## src/rtl/slb_pkg.sv

```systemverilog
package slb_pkg;
  localparam int unsigned SLB_PTR_W = 3;
  localparam int unsigned SLB_DEPTH = 1 << SLB_PTR_W;

  typedef logic [SLB_PTR_W-1:0] slb_ptr_t;
  typedef logic [SLB_DEPTH-1:0] slb_vec_t;

  function automatic slb_ptr_t slb_step(input slb_ptr_t p);
    return (p == slb_ptr_t'(SLB_DEPTH - 1)) ? '0 : p + slb_ptr_t'(1);
  endfunction

  function automatic slb_vec_t slb_onehot(input slb_ptr_t p);
    slb_vec_t v;
    v = '0;
    v[p] = 1'b1;
    return v;
  endfunction

  function automatic slb_vec_t slb_merge(input slb_vec_t cur, input slb_vec_t sel, input logic d);
    return (cur & ~sel) | (d ? sel : '0);
  endfunction
endpackage

```

## src/rtl/slb_fall_det.sv

```systemverilog
module slb_fall_det (
  input  logic clk,
  input  logic rst,
  input  logic sig_i,
  output logic fall_o
);
  logic prev_q;

  always_ff @(posedge clk or posedge rst) begin
    if (rst) prev_q <= 1'b0;
    else     prev_q <= sig_i;
  end

  assign fall_o = prev_q & ~sig_i;

  AST_FALL_SINGLE: assert property (@(posedge clk) disable iff (rst)
    fall_o |=> !fall_o);
endmodule

```

## src/rtl/slb_ptr.sv

```systemverilog
module slb_ptr
  import slb_pkg::*;
(
  input  logic     clk,
  input  logic     rst,
  input  logic     adv_fall_i,
  input  logic     stb_fall_i,
  output slb_ptr_t ptr_o,
  output logic     full_n_o
);
  localparam slb_ptr_t LAST = slb_ptr_t'(SLB_DEPTH - 1);

  slb_ptr_t ptr_q;
  logic     full_n_q;
  logic     hit_last;

  assign hit_last = stb_fall_i && (ptr_q == LAST);

  always_ff @(posedge clk or posedge rst) begin
    if (rst) begin
      ptr_q    <= '0;
      full_n_q <= 1'b1;
    end else begin
      if (adv_fall_i) ptr_q <= slb_step(ptr_q);
      if (hit_last)   full_n_q <= 1'b0;
    end
  end

  assign ptr_o    = ptr_q;
  assign full_n_o = full_n_q;

  AST_PTR_STEP: assert property (@(posedge clk) disable iff (rst)
    adv_fall_i |=> (ptr_q == (($past(ptr_q) == LAST) ? '0 : $past(ptr_q) + 1'b1)));
  AST_PTR_HOLD: assert property (@(posedge clk) disable iff (rst)
    !adv_fall_i |=> $stable(ptr_q));
  AST_FULL_STICKY: assert property (@(posedge clk) disable iff (rst)
    !full_n_q |=> !full_n_q);
  AST_FULL_CAUSE: assert property (@(posedge clk) disable iff (rst)
    $fell(full_n_q) |-> $past(stb_fall_i && ptr_q == LAST));
endmodule

```

## src/rtl/slb_store.sv

```systemverilog
module slb_store
  import slb_pkg::*;
(
  input  logic     clk,
  input  logic     rst,
  input  logic     wr_i,
  input  logic     d_i,
  input  slb_ptr_t ptr_i,
  output slb_vec_t bits_o
);
  slb_vec_t bits_q;
  slb_vec_t sel;

  assign sel = slb_onehot(ptr_i);

  always_ff @(posedge clk or posedge rst) begin
    if (rst)       bits_q <= '0;
    else if (wr_i) bits_q <= slb_merge(bits_q, sel, d_i);
  end

  assign bits_o = bits_q;

  AST_SEL_ONE: assert property (@(posedge clk) disable iff (rst)
    $countones(sel) == 1);
  AST_WR_VALUE: assert property (@(posedge clk) disable iff (rst)
    wr_i |=> (((bits_q & $past(sel)) != '0) == $past(d_i)));
  AST_WR_OTHERS: assert property (@(posedge clk) disable iff (rst)
    wr_i |=> ((bits_q & ~$past(sel)) == ($past(bits_q) & ~$past(sel))));
  AST_IDLE_HOLD: assert property (@(posedge clk) disable iff (rst)
    !wr_i |=> $stable(bits_q));
endmodule

```

## src/rtl/serial_latch_bank.sv

```systemverilog
module serial_latch_bank
  import slb_pkg::*;
(
  input  logic                 clk,
  input  logic                 rst,
  input  logic                 ser_d,
  input  logic                 wr_stb,
  input  logic                 adv,
  input  logic                 oe_n,
  output logic [SLB_DEPTH-1:0] par_q,
  output logic                 par_oe,
  output logic                 full_n
);
  localparam int unsigned N_CTL = 2;
  localparam int unsigned CTL_ADV = 0;
  localparam int unsigned CTL_STB = 1;

  logic [1:0]       rst_sync;
  logic             irst;
  logic [N_CTL-1:0] ctl_in;
  logic [N_CTL-1:0] ctl_fall;
  slb_ptr_t         ptr;
  slb_vec_t         bits;

  always_ff @(posedge clk or posedge rst) begin
    if (rst) rst_sync <= 2'b11;
    else     rst_sync <= {rst_sync[0], 1'b0};
  end
  assign irst = rst_sync[1];

  assign ctl_in[CTL_ADV] = adv;
  assign ctl_in[CTL_STB] = wr_stb;

  for (genvar g = 0; g < N_CTL; g++) begin : g_edge
    slb_fall_det u_fd (
      .clk    (clk),
      .rst    (irst),
      .sig_i  (ctl_in[g]),
      .fall_o (ctl_fall[g])
    );
  end

  slb_ptr u_ptr (
    .clk        (clk),
    .rst        (irst),
    .adv_fall_i (ctl_fall[CTL_ADV]),
    .stb_fall_i (ctl_fall[CTL_STB]),
    .ptr_o      (ptr),
    .full_n_o   (full_n)
  );

  slb_store u_store (
    .clk    (clk),
    .rst    (irst),
    .wr_i   (wr_stb),
    .d_i    (ser_d),
    .ptr_i  (ptr),
    .bits_o (bits)
  );

  assign par_oe = ~oe_n;
  assign par_q  = oe_n ? '0 : bits;

  AST_RST_CLEAR: assert property (@(posedge clk)
    irst |-> (full_n && bits == '0 && ptr == '0));
endmodule

```

## config.mk

```make
export PLATFORM = sky130hd
export DESIGN_NAME = serial_latch_bank
export DESIGN_NICKNAME = d
export VERILOG_FILES = /design/src/rtl/slb_pkg.sv /design/src/rtl/slb_fall_det.sv /design/src/rtl/slb_ptr.sv /design/src/rtl/slb_store.sv /design/src/rtl/serial_latch_bank.sv
export SDC_FILE = /design/constraint.sdc
export NUM_CORES = 1
export LEC_CHECK = 0
export ABC_AREA = 1
export BUFFER_PORTS_ARGS = -buffer_cell sky130_fd_sc_hd__buf_2
export CORE_UTILIZATION = 30
export DETAILED_ROUTE_END_ITERATION = 7
export PLACE_DENSITY = 0.48
export SETUP_SLACK_MARGIN = 0.02
export SYNTH_ARGS = -nofsm -noshare
export SYNTH_HDL_FRONTEND = slang
export SYNTH_SLANG_ARGS = --single-unit
```

## constraint.sdc

```tcl
create_clock -name clk -period 1.3 [get_ports clk]
set_clock_uncertainty 0.05 [all_clocks]
set_input_delay 0.26 -clock clk [delete_from_list [all_inputs] [get_ports clk]]
set_output_delay 0.26 -clock clk [all_outputs]
set_load 0.005 [all_outputs]
```

==> impl_results.md <==
* Most common cell after layout, fill and taps aside: nand2_1
* CTS Buf Count at 3
* Post-placement setup slack at 0.1168 ns
* TritonCTS clock tree: yes
* Commonest cells after routing, fill and taps aside: nand2_1, inv_1, buf_2
* Layout cell share with drive strength beyond 1 at 0.2241
* Synthesis Warnings at 0
* Initial antenna violation count at 0
* Sw Ratio at 0.3617
* Worst-path fanout max at 2
* Sink Count at 16
* Routed wire length at 1.295 mm
* Combinational power share at 0.359
* Slowest cell delay on critical path at 0.53 ns
* Nets at 125
* Max Cap Violations at 0
* Peak VDD IR at 0.0007081 V
* Yosys top cell by area: dfrtp_1
* Psw at 571.8 uW
* Die Wd at 51.90 microns
* CP Capture Type: output port
* CP required at 0.99 ns
* Vias in the first global route at 526
* Cell variety after synth at 13
* Antenna-violating nets left at 0
* Fin crit period at 1.210 ns
* Post-CTS setup buffer count at 0
* Hold Crit Class: primary input to flop
* Share of power burned in registers at 0.471
* Die footprint at 2694 sq um
* Drt first pass iters at 4
* Leakage at 0.5166 nW
* CTS H-Tree Depth at 1
* Worst path slowest cell: dfstp_2
* ANT cells at 0
* Root Driver: clkbuf_4
* Post-Syn Area at 747.0 sq um
* Slew HR at 0.6459
* Worst Path Buf+Inv at 1
* Area of the core at 2276 sq um
* Max-slew violation count at 0
* Setup slack after layout at 0.09016 ns
* Worst-path cell chain: buf_2
* CP arrival at 0.90 ns
* Port Buffers at 15
* PwrDens at 1750 nW/um^2
* First-pass GRT wire length at 2.283 mm
* Rows at 17
* Initial Utilization at 0.3282
* Number of synthesized register bits at 16
* Sum Neg Setup Slack at 0 ns
* Layout area overhead at 20.94%
* Fmax at 0.8266 GHz
* Syn_nets at 104
* Sequential fraction of the synthesis area at 0.5410
* Final hold vios at 0
* Worst-path clk slew at 0.08 ns
* Clock buffer depth at 2
* Avg Synthesized Cell Area at 7.781 sq um
* Global placement routability congestion at 0.7242
* Total number of vias at 584
* Setup CP Type: flop to output port
* Total Routing Usage GR at 0.1186
* Synth top area cells: dfrtp_1, nand2_1, dfstp_2
* Worst setup SP type: flop
* Largest net degree at the start of global routing at 15
* Clk_lat worst skew at 0.28 ns
* Routed length per instance at 8.993 microns
* RSZ-0062 raised after global routing: false
* CP delay by family, top: flip-flops
* Clock power frac at 0.170
* Total Power at 1.581 mW
* Internal power at 1.009 mW
* Period utilization at 0.9306
* Final Non-Filler Cells at 144
* DRC at 0
* Worst-margin pin slew at 0.5305 ns
* DPL Wire Length at 993.1 microns
* Final Setup Violations at 0
* Remaining Overflow, GRT at 0
* Vias per cell at 4.056
* Initial drt markers at 21
* Die height at 51.90 microns
* Outcome: finished clean
* Final Util at 0.3969
* Post-synth top area share at 0.4355
* Cells after Synth at 96
* Placed cells at 139
* Io pins at 16
-- metal layers --
layer / vias to the layer above / GRT usage / wire length [microns]
met5: - / 0 / 0
met4: 0 / 0.06757 / 17
met3: 2 / 0.03509 / 44
met2: 8 / 0.1752 / 592
met1: 251 / 0.1523 / 640
li1: 323 / - / -
-- power groups by stage --
stage / clock (mW) / sequential [mW] / combinational [mW]
6_report: 0.269 / 0.745 / 0.567
2_1_floorplan: 0 / 0.755 / 0.373
3_5_place_dp: 0 / 0.758 / 0.563
4_1_cts: 0.286 / 0.747 / 0.566
5_1_grt: 0.306 / 0.772 / 0.669
3_3_place_gp: 0 / 0.756 / 0.551
-- kinds of logic after synthesis --
logic type / share of synthesized area
adders and majority gates: 0.03350
buffers and inverters: 0.1055
DFF: 0.5410
AOI/OAI and AO/OA: 0.02679
other: 0.005020
and+or+nand+nor: 0.2881
-- worst paths after layout --
path / startpoint / endpoint / slack (ns) / cells after the start
setup / recovery: u_ptr.full_n_o$_DFFE_PP1P_ / full_n / 0.09 / 1
hold / removal: adv / g_edge[0].u_fd.prev_q$_DFF_PP0_ / 0.05 / 1
setup reg to reg: u_ptr.ptr_o[1]$_DFFE_PP0P_ / u_ptr.ptr_o[0]$_DFFE_PP0P_ / 0.12 / 5
hold reg to reg: rst_sync[1]$_DFF_PP1_ / asynchronous set/reset pin / 0.22 / 1
max in group asynchronous: rst_sync[1]$_DFF_PP1_ / u_ptr.full_n_o$_DFFE_PP1P_ / 0.60 / 1
min in group asynchronous: rst_sync[1]$_DFF_PP1_ / asynchronous set/reset pin / 0.22 / 1
-- synth_stat cells --
| library cell | number |
|---|---|
| a21oi_1 | 1 |
| nor2_4 | 1 |
| nand2_1 | 29 |
| conb_1 | 1 |
| nor2_1 | 12 |
| clkbuf_1 | 2 |
| dfrtp_1 | 13 |
| o21ai_0 | 3 |
| ha_1 | 2 |
| inv_1 | 18 |
| inv_2 | 1 |
| dfstp_2 | 3 |
| nand3_1 | 10 |
-- through the flow --
stage          instance area [sq um]  hold WS (ns)
2_1_floorplan                  747.0        0.1215
3_3_place_gp                   864.6        0.2326
3_5_place_dp                   864.6        0.2384
4_1_cts                        900.9       0.04020
5_1_grt                        903.4       0.03052
6_report                       903.4       0.05322
-- layout make-up --
cell class	count	area, sq um
well taps	28	35.03
inverters	19	71.32
clock buffers	4	26.28
multi-input cells	59	266.5
repair buffers	18	100.1
flip-flops and latches	16	404.1
fillers	246	1373
-- what timing repair did --
action | in CTS | in global routing
gates resized for setup | 0 | 2
setup endpoints to repair | 0 | 2
hold buffers | 1 | 0
endpoints found under the hold margin | 2 | 0
(Power assumes the default switching activity.)
